## src/rtl/llm_pkg.sv

```systemverilog
package llm_pkg;

  typedef enum logic [1:0] {
    CLK_RECOVERED = 2'd0,
    CLK_MASTER    = 2'd1,
    CLK_TRANSMIT  = 2'd2
  } clk_src_e;

  // Saturating increment towards lim.
  function automatic int unsigned sat_inc(input int unsigned v, input int unsigned lim);
    return (v >= lim) ? lim : v + 1;
  endfunction

  // A run that reached max_run+1 zeros at a bit of age `age` still sits
  // wholly inside a win-bit window while age <= win-max_run-1.
  function automatic logic run_left_window(input int unsigned age, input int unsigned win,
                                           input int unsigned max_run);
    return age >= (win - max_run);
  endfunction

endpackage

```

## src/rtl/llm_zero_run.sv

```systemverilog
module llm_zero_run
  import llm_pkg::*;
#(
  parameter int unsigned LIMIT = 175,
  localparam int unsigned CW = $clog2(LIMIT + 1)
) (
  input  logic          clk,
  input  logic          rst_n,
  input  logic          clr,
  input  logic          bit_en,
  input  logic          bit_in,
  output logic [CW-1:0] count,
  output logic          reached
);

  logic [CW-1:0] cnt_q, cnt_nx;

  always_comb begin
    cnt_nx = cnt_q;
    if (clr)
      cnt_nx = '0;
    else if (bit_en)
      cnt_nx = bit_in ? '0 : CW'(sat_inc(32'(cnt_q), LIMIT));
  end

  // This edge takes in a zero that makes the run LIMIT long (or keeps it there).
  assign reached = !clr && bit_en && !bit_in && (cnt_nx == CW'(LIMIT));

  always_ff @(posedge clk or negedge rst_n) begin
    if (!rst_n) cnt_q <= '0;
    else        cnt_q <= cnt_nx;
  end

  assign count = cnt_q;

  a_r1_count_bounded: assert property (@(posedge clk) disable iff (!rst_n)
    cnt_q <= CW'(LIMIT));

  a_r2_mark_restarts: assert property (@(posedge clk) disable iff (!rst_n)
    bit_en && bit_in |=> cnt_q == '0);

  a_r11_idle_holds: assert property (@(posedge clk) disable iff (!rst_n)
    !bit_en && !clr |=> $stable(cnt_q));

endmodule

```

## src/rtl/llm_density_window.sv

```systemverilog
module llm_density_window
  import llm_pkg::*;
#(
  parameter int unsigned WIN      = 32,
  parameter int unsigned MIN_ONES = 4,
  parameter int unsigned MAX_RUN  = 15,
  localparam int unsigned OW = $clog2(WIN + 1),
  localparam int unsigned RW = $clog2(MAX_RUN + 2),
  localparam int unsigned SW = $clog2(WIN + 1)
) (
  input  logic          clk,
  input  logic          rst_n,
  input  logic          clr,
  input  logic          bit_en,
  input  logic          bit_in,
  output logic [OW-1:0] ones,
  output logic          ok_nx
);

  logic [WIN-1:0] sr_q, sr_nx;
  logic [OW-1:0]  ones_q, ones_nx;
  logic [RW-1:0]  run_q, run_nx;      // trailing zero run, saturates at MAX_RUN+1
  logic [SW-1:0]  age_q, age_nx;      // bits since the run last exceeded MAX_RUN

  always_comb begin
    sr_nx   = sr_q;
    ones_nx = ones_q;
    run_nx  = run_q;
    age_nx  = age_q;
    if (clr) begin
      sr_nx   = '0;
      ones_nx = '0;
      run_nx  = RW'(MAX_RUN + 1);
      age_nx  = '0;
    end else if (bit_en) begin
      sr_nx   = {sr_q[WIN-2:0], bit_in};
      ones_nx = ones_q + OW'(bit_in) - OW'(sr_q[WIN-1]);
      run_nx  = bit_in ? '0 : RW'(sat_inc(32'(run_q), MAX_RUN + 1));
      age_nx  = (run_nx > RW'(MAX_RUN)) ? '0 : SW'(sat_inc(32'(age_q), WIN));
    end
  end

  assign ok_nx = (ones_nx >= OW'(MIN_ONES)) && run_left_window(32'(age_nx), WIN, MAX_RUN);

  always_ff @(posedge clk or negedge rst_n) begin
    if (!rst_n) begin
      sr_q   <= '0;
      ones_q <= '0;
      run_q  <= RW'(MAX_RUN + 1);
      age_q  <= '0;
    end else begin
      sr_q   <= sr_nx;
      ones_q <= ones_nx;
      run_q  <= run_nx;
      age_q  <= age_nx;
    end
  end

  assign ones = ones_q;

  a_r3_ones_match_window: assert property (@(posedge clk) disable iff (!rst_n)
    32'(ones_q) == $countones(sr_q));

  a_r4_run_saturates: assert property (@(posedge clk) disable iff (!rst_n)
    run_q <= RW'(MAX_RUN + 1));

endmodule

```

## src/rtl/llm_event_flag.sv

```systemverilog
module llm_event_flag (
  input  logic clk,
  input  logic rst_n,
  input  logic set,
  input  logic clr,
  output logic flag,
  output logic chg
);

  logic flag_q, flag_nx, chg_q;

  always_comb begin
    flag_nx = flag_q;
    if (clr)      flag_nx = 1'b0;
    else if (set) flag_nx = 1'b1;
  end

  always_ff @(posedge clk or negedge rst_n) begin
    if (!rst_n) begin
      flag_q <= 1'b0;
      chg_q  <= 1'b0;
    end else begin
      flag_q <= flag_nx;
      chg_q  <= flag_nx != flag_q;
    end
  end

  assign flag = flag_q;
  assign chg  = chg_q;

  a_r10_pulse_marks_change: assert property (@(posedge clk) disable iff (!rst_n)
    chg_q == ($rose(flag_q) || $fell(flag_q)));

endmodule

```

## src/rtl/line_loss_monitor.sv

```systemverilog
module line_loss_monitor
  import llm_pkg::*;
#(
  parameter int unsigned LOS_ZEROS = 175,
  parameter int unsigned DRV_ZEROS = 63,
  parameter int unsigned WIN       = 32,
  parameter int unsigned MIN_ONES  = 4,
  parameter int unsigned MAX_RUN   = 15
) (
  input  logic       clk,
  input  logic       rst_n,
  input  logic       soft_rst,
  input  logic       rx_bit_en,
  input  logic       rx_bit,
  input  logic       mon_bit_en,
  input  logic       mon_bit,
  input  logic       loop_local,
  output logic       rx_data,
  output logic       los,
  output logic       drv_silent,
  output logic       los_evt,
  output logic       drv_evt,
  output logic [1:0] clk_sel
);

  localparam int unsigned RXW = $clog2(LOS_ZEROS + 1);
  localparam int unsigned MNW = $clog2(DRV_ZEROS + 1);
  localparam int unsigned OW  = $clog2(WIN + 1);

  logic [RXW-1:0] rx_zeros;
  logic [MNW-1:0] mon_zeros;
  logic [OW-1:0]  win_ones;
  logic           rx_reached, mon_reached, win_ok_nx;
  logic           los_set, los_clr, drv_set, drv_clr;
  clk_src_e       src;

  llm_zero_run #(.LIMIT(LOS_ZEROS)) u_rx_run (
    .clk(clk), .rst_n(rst_n), .clr(soft_rst), .bit_en(rx_bit_en), .bit_in(rx_bit),
    .count(rx_zeros), .reached(rx_reached));

  llm_zero_run #(.LIMIT(DRV_ZEROS)) u_mon_run (
    .clk(clk), .rst_n(rst_n), .clr(soft_rst), .bit_en(mon_bit_en), .bit_in(mon_bit),
    .count(mon_zeros), .reached(mon_reached));

  llm_density_window #(.WIN(WIN), .MIN_ONES(MIN_ONES), .MAX_RUN(MAX_RUN)) u_window (
    .clk(clk), .rst_n(rst_n), .clr(soft_rst), .bit_en(rx_bit_en), .bit_in(rx_bit),
    .ones(win_ones), .ok_nx(win_ok_nx));

  assign los_set = rx_reached;
  assign los_clr = soft_rst || (rx_bit_en && win_ok_nx);
  assign drv_set = mon_reached;
  assign drv_clr = soft_rst || (mon_bit_en && mon_bit);

  llm_event_flag u_los_flag (
    .clk(clk), .rst_n(rst_n), .set(los_set), .clr(los_clr), .flag(los), .chg(los_evt));

  llm_event_flag u_drv_flag (
    .clk(clk), .rst_n(rst_n), .set(drv_set), .clr(drv_clr), .flag(drv_silent), .chg(drv_evt));

  always_comb begin
    if (loop_local) src = CLK_TRANSMIT;
    else if (los)   src = CLK_MASTER;
    else            src = CLK_RECOVERED;
  end

  assign clk_sel = src;
  assign rx_data = rx_bit;

  a_r1_los_at_limit: assert property (@(posedge clk) disable iff (!rst_n)
    rx_bit_en && !rx_bit && !soft_rst && (rx_zeros == RXW'(LOS_ZEROS - 1)) |=> los);

  a_r3_release_has_density: assert property (@(posedge clk) disable iff (!rst_n)
    $fell(los) && !$past(soft_rst) |-> win_ones >= OW'(MIN_ONES));

  a_r4_hold_without_window: assert property (@(posedge clk) disable iff (!rst_n)
    los && !soft_rst && !(rx_bit_en && win_ok_nx) |=> los);

  a_r6_loopback_wins: assert property (@(posedge clk) disable iff (!rst_n)
    loop_local |-> clk_sel == 2'd2);

  a_r7_drv_at_limit: assert property (@(posedge clk) disable iff (!rst_n)
    mon_bit_en && !mon_bit && !soft_rst && (mon_zeros == MNW'(DRV_ZEROS - 1)) |=> drv_silent);

  a_r8_mark_clears_drv: assert property (@(posedge clk) disable iff (!rst_n)
    mon_bit_en && mon_bit |=> !drv_silent);

  a_r9_soft_reset_clears: assert property (@(posedge clk) disable iff (!rst_n)
    soft_rst |=> !los && !drv_silent);

endmodule

```

## config.mk

```make
export PLATFORM = sky130hd
export DESIGN_NAME = line_loss_monitor
export DESIGN_NICKNAME = d
export VERILOG_FILES = /design/src/rtl/llm_pkg.sv /design/src/rtl/llm_zero_run.sv /design/src/rtl/llm_density_window.sv /design/src/rtl/llm_event_flag.sv /design/src/rtl/line_loss_monitor.sv
export SDC_FILE = /design/constraint.sdc
export NUM_CORES = 1
export LEC_CHECK = 0
export BUFFER_PORTS_ARGS = -buffer_cell sky130_fd_sc_hd__buf_4
export CAP_MARGIN = 20
export CORE_MARGIN = 2
export CORE_UTILIZATION = 50
export CTS_CLUSTER_SIZE = 30
export DETAILED_ROUTE_END_ITERATION = 8
export GPL_ROUTABILITY_DRIVEN = 0
export HOLD_SLACK_MARGIN = 0.03
export PLACE_DENSITY_LB_ADDON = 0.15
export SYNTH_ARGS = -nofsm -noshare
export SYNTH_HDL_FRONTEND = slang
export SYNTH_SLANG_ARGS = --single-unit
```

## constraint.sdc

```tcl
create_clock -name clk -period 3.3 [get_ports clk]
set_input_delay 0.33 -clock clk [delete_from_list [all_inputs] [get_ports clk]]
set_output_delay 0.33 -clock clk [all_outputs]
set_load 0.005 [all_outputs]
```

### Yosys cells after proc, flatten, opt, wreduce, memory -nomap -nowiden

Index checks and enable logic that the tools add are counted.

| word-level totals | value |
|---|---|
| bits in registers | 67 |
| output and inout bits | 7 |
| word-level logic and storage cells | 68 |

| operators by class | value |
|---|---|
| add/subtract/negate cells | 6 |
| $lt $le $gt $ge | 7 |
| equality and inequality tests | 4 |
| muxes and demuxes | 26 |
| reductions and logical operators | 15 |

Operator list:

| kind | count |
|---|---|
| $mux 32 | 2 |
| $mux 6 | 10 |
| $mux 8 | 4 |
| $mux 5 | 4 |
| $add 6x1->6 const B | 2 |
| $ge 6x6->1 const B | 2 |
| $logic_and 1x1->1 | 9 |
| $add 8x1->8 const B | 1 |
| $eq 8x8->1 const B | 1 |
| $ge 8x8->1 const B | 1 |
| $add 6x1->6 | 1 |
| $eq 6x6->1 const B | 1 |
| $ge 6x3->1 const B | 1 |
| $ge 6x5->1 const B | 1 |
| $sub 6x1->6 | 1 |
| $add 5x1->5 const B | 1 |
| $ge 5x5->1 const B | 1 |
| $gt 5x4->1 const B | 1 |
| $mux 1 | 5 |
| $logic_not 1->1 | 3 |
| $logic_or 1x1->1 | 2 |
| $mux 2 | 1 |
| $ne 1x1->1 | 2 |
| $reduce_bool 2->1 | 1 |

### Depth between registers and ports, before layout

| logic depth | value |
|---|---|
| depth after elaboration | 13 |
| depth in mapped cells | 11 |
| mapped depth without buffers | 11 |

### Cells and area by module

Synthesis repeated with hierarchy kept, for this count alone.

| second synthesis, totals | value |
|---|---|
| cell total of the unflattened synthesis | 357 |
| area, all modules | 3587.2 µm² |

By module, submodules not included:

| module | times used | cells an instance | area each (µm²) | sequential area each (µm²) |
|---|---|---|---|---|
| llm_density_window | 1 | 236 | 2433.6 | 1227.4 |
| llm_zero_run at u_rx_run | 1 | 57 | 551.8 | 200.2 |
| llm_zero_run at u_mon_run | 1 | 45 | 412.9 | 150.1 |
| llm_event_flag | 2 | 7 | 76.3 | 50.0 |
| line_loss_monitor | 1 | 5 | 36.3 | 0.0 |

### Least setup slack after synthesis

Ideal clock, no wire load.

| path | value |
|---|---|
| path kind | register to register |
| start | register u_window.sr_q[31] |
| end | register u_los_flag.chg_q (netlist: u_los_flag.chg) |
| library setup time | 0.128 ns |
| data arrival time | 2.444 ns |
| data required time | 3.172 ns |
| slack | 0.728 ns |
| stages on the path, launching flop included | 11 |
| path through | dfrtp_1 ha_1 inv_1 ha_1 fa_1 xnor2_1 nand3_1 o211ai_1 a41oi_1 o22ai_1 mux2_1 |

| between the ends | value |
|---|---|
| cells in the longest elaborated chain, start to end | 9 |

RTL lines:

| what | RTL line | RTL |
|---|---|---|
| start, declared | llm_density_window.sv:20 | `logic [WIN-1:0] sr_q, sr_nx;` |
| start signal, assigned | llm_density_window.sv:52 | `sr_q <= sr_nx;` |
| $sub 6x1->6 | llm_density_window.sv:37 | `ones_nx = ones_q + OW'(bit_in) - OW'(sr_q[WIN-1]);` |
| $mux 6 | llm_density_window.sv:35 | `end else if (bit_en) begin` |
| $mux 6 | llm_density_window.sv:30 | `if (clr) begin` |
| $ge 6x3->1 | llm_density_window.sv:43 | `assign ok_nx = (ones_nx >= OW'(MIN_ONES)) && run_left_window(32'(age_nx), WIN, MAX_RUN);` |
| $logic_and 1x1->1 | llm_density_window.sv:43 |  |
| $logic_and 1x1->1 | line_loss_monitor.sv:50 | `assign los_clr = soft_rst \|\| (rx_bit_en && win_ok_nx);` |
| $logic_or 1x1->1 | line_loss_monitor.sv:50 |  |
| $mux 1 | llm_event_flag.sv:14 | `if (clr) flag_nx = 1'b0;` |
| $ne 1x1->1 | llm_event_flag.sv:24 | `chg_q <= flag_nx != flag_q;` |
| end signal, assigned | llm_event_flag.sv:24 |  |
| end, declared | llm_event_flag.sv:10 | `logic flag_q, flag_nx, chg_q;` |

No other way between the ends.
A chain may end at the register's enable or synchronous reset.

### Worst setup path in the final report

Same ends and word-level chain as after synthesis.

==> flow_summary.toml <==
[outcome]
status = "finished clean"

[power]
p_leak_nw = 1.91
seq_power_share_pct = 48.4
p_per_area_mw_per_mm2 = 448
pwr-share-clk_pct = 40.0
p_int_w = 0.00130
peakVddDrop_v = 0.000263
combPwrFrac_pct = 11.6
switching_share_pct = 26.8
switching_power_w = 0.000473

[clock_tree]
h-tree-depth = 3
ctsHoldBuffers = 0
cts_max_path_buffers = 2
cts_buffers = 9
postCtsSetupRepairBufs = 0
cts_resized = 0
clk_latency_ns = 0.34
cts_tree = "built"
clk_pin_slew_worst_paths_ns = 0.08
cts-root-buf = "clkbuf_8"
cts_sinks = 67

[global_route]
grt_max_degree = 68
antenna_found_initial = 0
grt_pass1_vias = 2492
grt_pass1_wl_mm = 11.6
grt_util_all_layers_pct = 18.9
grt_overflow_total = 0

[layout]
drive_above_1_share_pct = 11.4
area_growth_pct = 10.0
n_antenna_cell = 0
fillers = 629
fin_cells = 473
nNetsFinal = 393

[floorplan]
core.rowCount = 30
initial_core_util_pct = 52.3
die_w_um = 88.7
dieArea_sq_mm = 0.00787
ios = 15
die_height_um = 88.7
core_sq_mm = 0.00687

[placed_design]
dp.cells = 457
place_hpwl_mm = 4.30
placement.io_buffers = 14

[synthesis]
synth_edf_count = 0
yosys_warnings = 0
synth_simple_gate_area_share_pct = 16.9
syn_area_per_cell_sq_um = 9.83
syn_inst = 365
synthAdderAreaFrac_pct = 5.02
synth_mux_area_share_pct = 10.6
synth_compound_area_share_pct = 14.3
yosysUniqueCellTypes = 60
synth.top_cell.area_share_pct = 46.0
synth-xor-area-share_pct = 0.976
synth.most_common_cell = "dfrtp_1"
synth_fp_nets = 386
synth_top_family_by_area = "simple AND/OR/NAND/NOR gates"
synthTopCellsByCount = "dfrtp_1, nor2_1, mux2i_1, inv_1, nand2_1"
syn-cell-area_sq_mm = 0.00359
synth.yosys.seq_area_share_pct = 46.7
synthTopCellsByArea = "dfrtp_1, mux2i_1, nor2_1"
async_flop_share_pct = 100
synth_ff_type = "dfrtp_1"
synth-seq-cells = 67
synth_top_cell_by_area = "dfrtp_1"

[critical_path]
cp_max_fo = 4
slowest_delay_ns = 0.44
cp_slowest_cell = "fa_1"
path_common_cell = "ha_1"
crit_path_end_kind = "flip-flop"
path_cells = "ha_1 > inv_1 > ha_1 > fa_1 > xnor2_1 > nand3_1 > o211ai_1 > a41oi_1 > o22ai_1 > mux2_1"
crit_type = "flip-flop to flip-flop"
required_ns = 3.53
worstSetupStartpointType = "flip-flop"
critPathArrivalTime_ns = 3.04

[routing]
drtIter0Drc = 222
route.detailed.drc = 0
drtPass1Iterations = 5
wire_per_inst_um = 14.3
num_vias = 2658
vias_per_cell = 5.62
wl_mm = 6.75
ant_nets = 0

[sta]
period_share_pct = 85.3
holdWs_ns = 0.0700
drv_slew = 0
tns_ns = 0
clock.fmax_ghz = 0.355
tightest_slew_ns = 0.829
hold_viol = 0
rsz0062_at_grt = "no"
period_needed_ns = 2.82
finClkSkew_ns = 0.00463
setup_viol = 0
slew-limit-headroom_pct = 44.8

[hold_path]
min_path_type = "primary input to async pin"

[run]
maxCapViolations = 0
[layer usage]
metal | track usage, % | share of wire (%)
met1 | 23.7 | 46
met2 | 31.5 | 50
met3 | 6.16 | 3.1
met4 | 5.10 | 1.4
met5 | 0 | 0
[final timing paths]
path                                        start                  to  slack (ns)  depth (start not counted)
worst max-delay path            u_window.sr_q[31]      u_los_flag.chg        0.48                         10
worst min-delay path                        rst_n   u_rx_run.count[6]        0.07                          1
worst max register to register  u_window.sr_q[31]      u_los_flag.chg        0.48                         10
worst min register to register  u_window.run_q[4]   u_window.run_q[4]        0.51                          2
max in group asynchronous                   rst_n   u_window.run_q[3]        2.67                          1
min in group clk                       mon_bit_en  u_mon_run.count[2]        0.27                          2
[flip-flops by register name, indices dropped and copies added, names as in the netlist, 5 cells and up]
register / flops
u_mon_run.count: 6
u_rx_run.count: 8
u_window.age_q: 6
u_window.ones: 6
u_window.run_q: 5
u_window.sr_q: 32
[critical path: cells and delay by family (launching register included)]
family / cells / cell delay (ns)
multiplexers: 1 / 0.34
AO/OA/AOI/OAI: 3 / 0.58
buffers and inverters: 1 / 0.04
flip-flops: 1 / 0.39
adder cells (fa/ha/maj): 3 / 0.93
AND/OR/NAND/NOR: 1 / 0.12
XOR/XNOR: 1 / 0.32
[through the flow]
stage               setup slack [ns]  area [sq um]  total power [W]  utilization (%)
finish                         0.484          3950          0.00177             57.5
global route                   0.309          3950          0.00185             57.5
CTS                            0.493          3950          0.00179             57.5
detailed placement             0.515          3740          0.00108             54.5
global placement               0.606          3740          0.00107             54.5
floorplan                      0.728          3590          0.00102                -
[kinds of logic after synthesis]
family,Yosys count
buf+inv,47
mux,38
xor+xnor,4
simple gates,119
compound gates,76
fa+ha+maj,14
flops,67
[area by class of cell]
class | instances | area (sq um) | share of cell area [%]
Sequential cell | 67 | 1680 | 42.5
Clock buffer | 10 | 138 | 3.48
Multi-Input combinational cell | 251 | 1720 | 43.5
Timing Repair Buffer | 17 | 128 | 3.23
Inverter | 26 | 97.6 | 2.47
Tap cell | 96 | 120 | 3.04
Clock inverter | 6 | 71.3 | 1.81
[power groups by stage]
stage	Clock, W	Sequential, W	Combinational (W)
6_report	0.000708	0.000856	0.000205
3_5_place_dp	0	0.000872	0.000205
3_3_place_gp	0	0.000872	0.000202
2_1_floorplan	0	0.000868	0.000152
4_1_cts	0.000729	0.000856	0.000206
5_1_grt	0.000764	0.000859	0.000231
[placed cells by master, fill, tap and decap left out, types with 2 or more instances in the layout]
master and count:
a211oi_1 3, a21o_1 4, a21oi_1 14, a221oi_1 2, a311oi_1 2, a31o_2 4
a31oi_1 8, a41oi_1 2, and3_1 4, buf_4 17, clkbuf_8 10, clkinvlp_4 2
dfrtp_1 66, ha_1 12, inv_1 24, inv_6 2, mux2i_1 37, nand2_1 18
nand2b_1 6, nand3_1 13, nand3b_1 5, nand4_1 5, nor2_1 43, nor2b_1 6
nor3_1 5, nor3b_1 3, nor4_1 2, o211ai_1 3, o21a_1 4, o21ai_0 16
or4_1 2, xnor2_1 3
Power figures use the tool's default switching activity.
